$ cat src/rtl/mbx_pkg.sv
package mbx_pkg;
   localparam int REG_W      = 32;
   localparam int SIZE_W     = 16;
   localparam int ERR_W      = 10;
   localparam int BUSY_BIT   = 16;
   localparam int RDY_BIT    = 17;
   localparam int ERR_LSB    = 18;
   localparam int ADDR_CMD   = 0;
   localparam int ADDR_STAT  = 1;

   typedef enum logic [1:0] {
      ST_FREE  = 2'd0,
      ST_FILL  = 2'd1,
      ST_SHOW  = 2'd2,
      ST_LWAIT = 2'd3
   } mbx_state_e;
endpackage

$ cat src/rtl/mbx_window.sv
module mbx_window #(
   parameter int DEPTH = 16,
   parameter int W     = 32,
   localparam int IDX_W = $clog2(DEPTH)
) (
   input  logic             clk,
   input  logic             we,
   input  logic [IDX_W-1:0] widx,
   input  logic [W-1:0]     wdata,
   input  logic [IDX_W-1:0] ridx,
   output logic [W-1:0]     rdata
);
   logic [W-1:0] slot [DEPTH];

   for (genvar g = 0; g < DEPTH; g++) begin : g_slot
      logic [W-1:0] entry_q;
      always_ff @(posedge clk) begin
         if (we && (widx == IDX_W'(g))) entry_q <= wdata;
      end
      assign slot[g] = entry_q;
   end

   assign rdata = slot[ridx];
endmodule

$ cat src/rtl/mbx_engine.sv
module mbx_engine
   import mbx_pkg::*;
#(
   parameter int DEPTH = 16,
   localparam int IDX_W = $clog2(DEPTH),
   localparam int CNT_W = $clog2(DEPTH + 1)
) (
   input  logic              clk,
   input  logic              rst_n,
   input  logic              legacy,
   input  logic              cmd_wr,
   input  logic              stat_wr,
   input  logic [REG_W-1:0]  wdata,
   input  logic              be_valid,
   input  logic              be_done,
   input  logic [ERR_W-1:0]  be_err,
   output logic              be_ready,
   output logic              win_we,
   output logic [IDX_W-1:0]  win_idx,
   output logic              cmd_valid,
   output logic [REG_W-1:0]  cmd_word,
   output logic [REG_W-1:0]  stat_word
);
   mbx_state_e        st_q;
   logic [REG_W-1:0]  cmd_q;
   logic [SIZE_W-1:0] req_q, sent_q;
   logic [CNT_W-1:0]  cnt_q, cnt_n;
   logic              rdy_q, busy_q, last_q, held_done_q, pulse_q;
   logic [ERR_W-1:0]  err_q;
   logic [SIZE_W:0]   tot_q, tot_n;
   logic              take, reached, done_any, close_pc, last_n;
   logic              start_ok, abort, ack;
   logic [SIZE_W-1:0] size_f;

   assign abort    = cmd_wr && (wdata == '0);
   assign start_ok = cmd_wr && (wdata != '0) &&
                     ((st_q == ST_FREE) || (!legacy && (err_q != '0)));
   assign ack      = stat_wr && !wdata[RDY_BIT] && (st_q == ST_SHOW);

   assign tot_q    = {1'b0, sent_q} + (SIZE_W+1)'(cnt_q);
   assign be_ready = (st_q == ST_FILL) && (cnt_q < CNT_W'(DEPTH)) &&
                     (tot_q < {1'b0, req_q});
   assign take     = be_ready && be_valid;
   assign cnt_n    = cnt_q + CNT_W'(take);
   assign tot_n    = {1'b0, sent_q} + (SIZE_W+1)'(cnt_n);
   assign reached  = (req_q != '0) && (tot_n == {1'b0, req_q});
   assign done_any = be_done || held_done_q;
   assign last_n   = reached || done_any;
   assign close_pc = (st_q == ST_FILL) &&
                     ((cnt_n == CNT_W'(DEPTH)) || reached || done_any);

   assign win_we   = take;
   assign win_idx  = cnt_q[IDX_W-1:0];

   always_ff @(posedge clk or negedge rst_n) begin
      if (!rst_n) begin
         st_q        <= ST_FREE;
         cmd_q       <= '0;
         req_q       <= '0;
         sent_q      <= '0;
         cnt_q       <= '0;
         rdy_q       <= 1'b0;
         busy_q      <= 1'b0;
         last_q      <= 1'b0;
         held_done_q <= 1'b0;
         err_q       <= '0;
         pulse_q     <= 1'b0;
      end else begin
         pulse_q <= start_ok;
         if (abort) begin
            st_q        <= ST_FREE;
            cmd_q       <= '0;
            rdy_q       <= 1'b0;
            busy_q      <= 1'b0;
            err_q       <= '0;
            cnt_q       <= '0;
            held_done_q <= 1'b0;
         end else if (start_ok) begin
            cmd_q       <= wdata;
            cnt_q       <= '0;
            sent_q      <= '0;
            rdy_q       <= 1'b0;
            err_q       <= '0;
            held_done_q <= 1'b0;
            last_q      <= 1'b0;
            if (legacy) begin
               st_q <= ST_LWAIT;
            end else begin
               st_q   <= ST_FILL;
               busy_q <= 1'b1;
            end
         end else begin
            unique case (st_q)
               ST_FREE: begin
                  if (stat_wr && !legacy) req_q <= wdata[SIZE_W-1:0];
               end
               ST_FILL: begin
                  cnt_q <= cnt_n;
                  if (be_done) begin
                     err_q       <= be_err;
                     held_done_q <= 1'b1;
                  end
                  if (close_pc) begin
                     st_q   <= ST_SHOW;
                     rdy_q  <= 1'b1;
                     last_q <= last_n;
                     busy_q <= !last_n;
                  end
               end
               ST_SHOW: begin
                  if (be_done) begin
                     err_q       <= be_err;
                     held_done_q <= 1'b1;
                  end
                  if (ack) begin
                     rdy_q <= 1'b0;
                     cnt_q <= '0;
                     if (last_q) begin
                        st_q  <= ST_FREE;
                        cmd_q <= '0;
                     end else begin
                        sent_q <= sent_q + SIZE_W'(cnt_q);
                        st_q   <= ST_FILL;
                     end
                  end
               end
               ST_LWAIT: begin
                  if (be_done) begin
                     st_q  <= ST_FREE;
                     cmd_q <= '0;
                  end
               end
               default: st_q <= ST_FREE;
            endcase
         end
      end
   end

   assign size_f    = (st_q == ST_FREE) ? req_q : SIZE_W'(cnt_q);
   assign cmd_valid = pulse_q;
   assign cmd_word  = cmd_q;
   assign stat_word = legacy ? '0 :
                      {{(REG_W-ERR_LSB-ERR_W){1'b0}}, err_q, rdy_q, busy_q, size_f};
endmodule

$ cat src/rtl/cmd_mailbox.sv
module cmd_mailbox
   import mbx_pkg::*;
#(
   parameter int WIN_DEPTH = 16,
   parameter bit LEGACY_EN = 1'b1,
   localparam int IDX_W  = $clog2(WIN_DEPTH),
   localparam int ADDR_W = IDX_W + 1
) (
   input  logic              clk,
   input  logic              rst_n,
   input  logic              mode_legacy,
   input  logic              reg_wr,
   input  logic [ADDR_W-1:0] reg_addr,
   input  logic [31:0]       reg_wdata,
   output logic [31:0]       reg_rdata,
   output logic              cmd_valid,
   output logic [15:0]       cmd_opcode,
   output logic [15:0]       cmd_qidx,
   input  logic              be_valid,
   input  logic [31:0]       be_data,
   output logic              be_ready,
   input  logic              be_done,
   input  logic [9:0]        be_err
);
   if (WIN_DEPTH < 2 || (1 << IDX_W) != WIN_DEPTH || WIN_DEPTH > 4096) begin : g_bad_depth
      $error("cmd_mailbox: WIN_DEPTH must be a power of two in 2..4096");
   end

   logic             legacy_mode;
   logic             cmd_wr, stat_wr, win_sel;
   logic             win_we;
   logic [IDX_W-1:0] win_widx;
   logic [31:0]      win_rdata, cmd_reg, stat_reg;

   if (LEGACY_EN) begin : g_mode_sel
      logic legacy_q;
      always_ff @(posedge clk) begin
         if (!rst_n) legacy_q <= mode_legacy;
      end
      assign legacy_mode = legacy_q;
   end else begin : g_mode_fixed
      assign legacy_mode = 1'b0;
   end

   assign win_sel = reg_addr[ADDR_W-1];
   assign cmd_wr  = reg_wr && (reg_addr == ADDR_W'(ADDR_CMD));
   assign stat_wr = reg_wr && (reg_addr == ADDR_W'(ADDR_STAT));

   mbx_engine #(.DEPTH(WIN_DEPTH)) u_engine (
      .clk       (clk),
      .rst_n     (rst_n),
      .legacy    (legacy_mode),
      .cmd_wr    (cmd_wr),
      .stat_wr   (stat_wr),
      .wdata     (reg_wdata),
      .be_valid  (be_valid),
      .be_done   (be_done),
      .be_err    (be_err),
      .be_ready  (be_ready),
      .win_we    (win_we),
      .win_idx   (win_widx),
      .cmd_valid (cmd_valid),
      .cmd_word  (cmd_reg),
      .stat_word (stat_reg)
   );

   mbx_window #(.DEPTH(WIN_DEPTH), .W(32)) u_window (
      .clk   (clk),
      .we    (win_we),
      .widx  (win_widx),
      .wdata (be_data),
      .ridx  (reg_addr[IDX_W-1:0]),
      .rdata (win_rdata)
   );

   always_comb begin
      if (win_sel)                                 reg_rdata = win_rdata;
      else if (reg_addr == ADDR_W'(ADDR_CMD))      reg_rdata = cmd_reg;
      else if (reg_addr == ADDR_W'(ADDR_STAT))     reg_rdata = stat_reg;
      else                                         reg_rdata = '0;
   end

   assign cmd_opcode = cmd_reg[15:0];
   assign cmd_qidx   = cmd_reg[31:16];
endmodule

$ cat config.mk
export PLATFORM = sky130hd
export DESIGN_NAME = cmd_mailbox
export DESIGN_NICKNAME = d
export VERILOG_FILES = /design/src/rtl/mbx_pkg.sv /design/src/rtl/mbx_window.sv /design/src/rtl/mbx_engine.sv /design/src/rtl/cmd_mailbox.sv
export SDC_FILE = /design/constraint.sdc
export NUM_CORES = 1
export LEC_CHECK = 0
export ABC_CLOCK_PERIOD_IN_PS = 18390
export BUFFER_PORTS_ARGS = -buffer_cell sky130_fd_sc_hd__buf_2
export CORE_UTILIZATION = 65
export DETAILED_ROUTE_END_ITERATION = 10
export GPL_ROUTABILITY_DRIVEN = 0
export PLACE_DENSITY = 0.84
export SYNTH_ARGS = -nofsm -noshare
export SYNTH_HDL_FRONTEND = slang
export SYNTH_SLANG_ARGS = --single-unit
$ cat constraint.sdc
create_clock -name clk -period 18.39 [get_ports clk]
set_input_delay 3.678 -clock clk [delete_from_list [all_inputs] [get_ports clk]]
set_output_delay 3.678 -clock clk [all_outputs]
set_load 0.005 [all_outputs]
==> flow_summary.yaml <==
placed_design:
  dp_slack_ns: 7.45
  numPortBuffers: 150
  dp_hpwl_um: 36300
  dpl_cell_area_sq_um: 26400
global_route:
  antenna_found_initial: 5
  grt_pass1_wl_um: 96400
  grt_pass1_vias: 14668
  grtUsageTotal: 0.352
  grt_max_degree: 88
  grt_overflow: 0
logic_synthesis:
  syn_area_sq_um: 25000
  yosys_warnings: 0
  synth-seq-cells: 599
  netlist_instances: 1348
  synth_edf_count: 513
  yosysUniqueCellTypes: 65
  ys.flop_type: "edfxtp_1"
  synth-async-reset-ratio: 0.144
  avgSynthCellArea_sq_um: 18.5
  syn-num-nets: 1466
  synth-seq-area-share: 0.703
cts:
  cts_buffer_depth: 3
  cts_sinks: 599
  cts_buffers: 58
  cts_setup_buffers: 0
  postCtsHoldBufs: 0
  htreeDepth: 2
  root_buffer: "clkbuf_16"
  cts_tree: "built"
  clk_pin_slew_ns: 0.06
  clk_latency_ns: 0.67
  post_cts_resized: 0
pwr:
  clkPwrFrac: 0.382
  switching_power_w: 0.000761
  pwr-share-seq: 0.512
  p_int_w: 0.00228
  switching_share: 0.250
  ir_drop_mv: 0.0839
  powerDensity_nw_per_um2: 108
  power_frac_comb: 0.106
  leakagePower_nw: 10.0
final_layout:
  drive_gt1_frac: 0.302
  stdcell_area_sq_um: 28200
  nets: 1627
  final_cell_mix: "513 x edfxtp_1, 160 x mux4_2, 147 x buf_2"
  final_common_cell: "edfxtp_1"
  area_growth_pct: 13.0
  nFillCells: 2059
sta:
  maxSlewHeadroom: 0.221
  report.final.slew_viol_count: 0
  setup_tns_ns: 0
  finalSetupViolations: 0
  grt_setup_unrepaired: "no"
  tightestPinTransition_ns: 1.17
  postLayoutSetupSlackWorst_ns: 7.50
  finClkSkew_ns: 0.0543
  hold_viol_final: 0
  finalCriticalPeriod_ns: 10.89
  finalCritPeriodShare: 0.592
  fmax_mhz: 91.8
floorplanning:
  die_h_um: 198
  die_w_um: 198
  die_area_sq_um: 39200
  start_util: 0.662
  io_pins: 151
  core.rowCount: 71
  coreArea_sq_um: 37800
routing:
  drc_errors: 1
  drtIter0Drc: 1874
  wl_per_cell_um: 32.3
  final_antenna_net_count: 0
  via_count: 14691
  drt_pre_antenna_iters: 11
  wl_um: 66800
  routed_via_density: 7.10
setup_path:
  cp.required_ns: 14.71
  path_max_fanout: 77
  worstReg2RegStart: "u_engine.cnt_q[0]"
  ff2ff_setup_slack_ns: 10.16
  crit_path_end_kind: "output port"
  startpoint_type: "input pin"
  r2r-end: "u_engine.busy_q"
  critPathBufInv: 4
  crit_path_top_delay_cell: "buf_4"
  r2r_cells: 32
  crit_type: "in -> out"
  critPathMostFrequentCell: "mux4_2"
  path_cells: "clkbuf_8 -> buf_4 -> mux4_2 -> mux4_2 -> a222oi_1 -> inv_1 -> buf_2"
  cp.arrival_ns: 7.21
  crit_family: "buffers and inverters"
  slowest_delay_ns: 0.93
run_status:
  failed_checks: "design-rule violations"
  status: "complete, but fails checks"
worst_hold_path:
  min_from: "u_engine.cmd_word[10]"
  whs_path_depth: 1
  min_path_type: "reg -> reg"
  hold_end: "u_engine.cmd_word[10]"
flow_run:
  max-cap-violations: 0
==> per-layer routing <==
layer	routed length [um]	GRT usage
met1	23300	0.461
met2	32500	0.567
met3	7480	0.0780
met4	3590	0.174
met5	37	0
==> metrics by stage <==
step / hold WS [ns] / std cells / util / power (W)
global placement: 0.509 / 1960 / 0.699 / 0.00188
floorplan: 0.459 / 1348 / - / 0.00176
detailed placement: 0.512 / 1960 / 0.699 / 0.00189
finish: 0.532 / 2069 / 0.747 / 0.00304
CTS: 0.525 / 2066 / 0.747 / 0.00304
global route: 0.544 / 2068 / 0.747 / 0.00312
==> power by group through the flow <==
stage,registers (W),logic (W),clock network (W)
2_1_floorplan,0.00156,0.000200,0
3_3_place_gp,0.00158,0.000300,0
3_5_place_dp,0.00158,0.000311,0
4_1_cts,0.00155,0.000316,0.00117
5_1_grt,0.00156,0.000343,0.00122
6_report,0.00156,0.000321,0.00116
==> kinds of logic (layout without fill, tap and decap cells) <==
family	after synthesis	count (layout)	share of synthesized area
flip-flops	599	599	0.703
AND/OR/NAND/NOR	193	193	0.0415
multiplexers	183	183	0.154
AO/OA/AOI/OAI	161	161	0.0481
buffers and inverters	138	345	0.0214
XOR/XNOR	41	41	0.0144
adder cells (fa/ha/maj)	33	33	0.0171
other	0	3	0
==> synth_stat cells (4+ instances only) <==
cell | n | area share
a211oi_1 | 4 | 0.0012
a21o_1 | 7 | 0.0021
a21oi_1 | 37 | 0.0074
a221oi_1 | 4 | 0.0014
a222oi_1 | 24 | 0.0096
a22o_1 | 36 | 0.013
a22oi_1 | 4 | 0.0012
a31oi_1 | 4 | 0.0010
and2_1 | 4 | 0.0010
buf_1 | 11 | 0.0017
buf_2 | 11 | 0.0022
clkbuf_1 | 51 | 0.0077
dfrtp_1 | 86 | 0.086
edfxtp_1 | 513 | 0.62
ha_1 | 31 | 0.016
inv_1 | 64 | 0.0096
mux2_2 | 19 | 0.0086
mux4_2 | 160 | 0.14
nand2_1 | 58 | 0.0087
nand2b_1 | 11 | 0.0028
nand3_1 | 12 | 0.0024
nand3b_1 | 5 | 0.0015
nand4_1 | 6 | 0.0015
nor2_1 | 27 | 0.0041
nor2b_1 | 4 | 0.0010
nor3_1 | 16 | 0.0032
nor4_1 | 23 | 0.0058
o21ai_0 | 16 | 0.0032
or3_1 | 11 | 0.0028
xnor2_1 | 24 | 0.0084
xor2_1 | 17 | 0.0060
==> state kept, by name, summed over array words and instances, names as in the netlist, 2 cells and up <==
name                     count
u_engine.cnt_q               5
u_engine.cmd_word           32
u_engine.err_q              10
u_engine.sent_q             16
u_engine.req_q              16
u_window.g_slot.entry_q    512
u_engine.st_q                2
==> area by class of cell <==
class / instances / area (sq um) / share of cell area
Antenna cell: 3 / 7.51 / 0.000266
Sequential cell: 599 / 17600 / 0.622
Clock buffer: 72 / 1510 / 0.0537
Timing Repair Buffer: 175 / 952 / 0.0337
Tap cell: 511 / 639 / 0.0227
Inverter: 64 / 240 / 0.00851
Multi-Input combinational cell: 611 / 6990 / 0.248
Clock inverter: 34 / 313 / 0.0111
==> worst max path at each step <==
stage                      from            end  depth (start not counted)
finish              reg_addr[0]  reg_rdata[24]                          7
floorplan           reg_addr[0]  reg_rdata[10]                          6
CTS                 reg_addr[0]  reg_rdata[24]                          7
global route        reg_addr[0]  reg_rdata[22]                          7
detailed placement  reg_addr[0]  reg_rdata[22]                          7
global placement    reg_addr[0]  reg_rdata[24]                          7
Note: power is estimated with default switching activity, not from simulation.
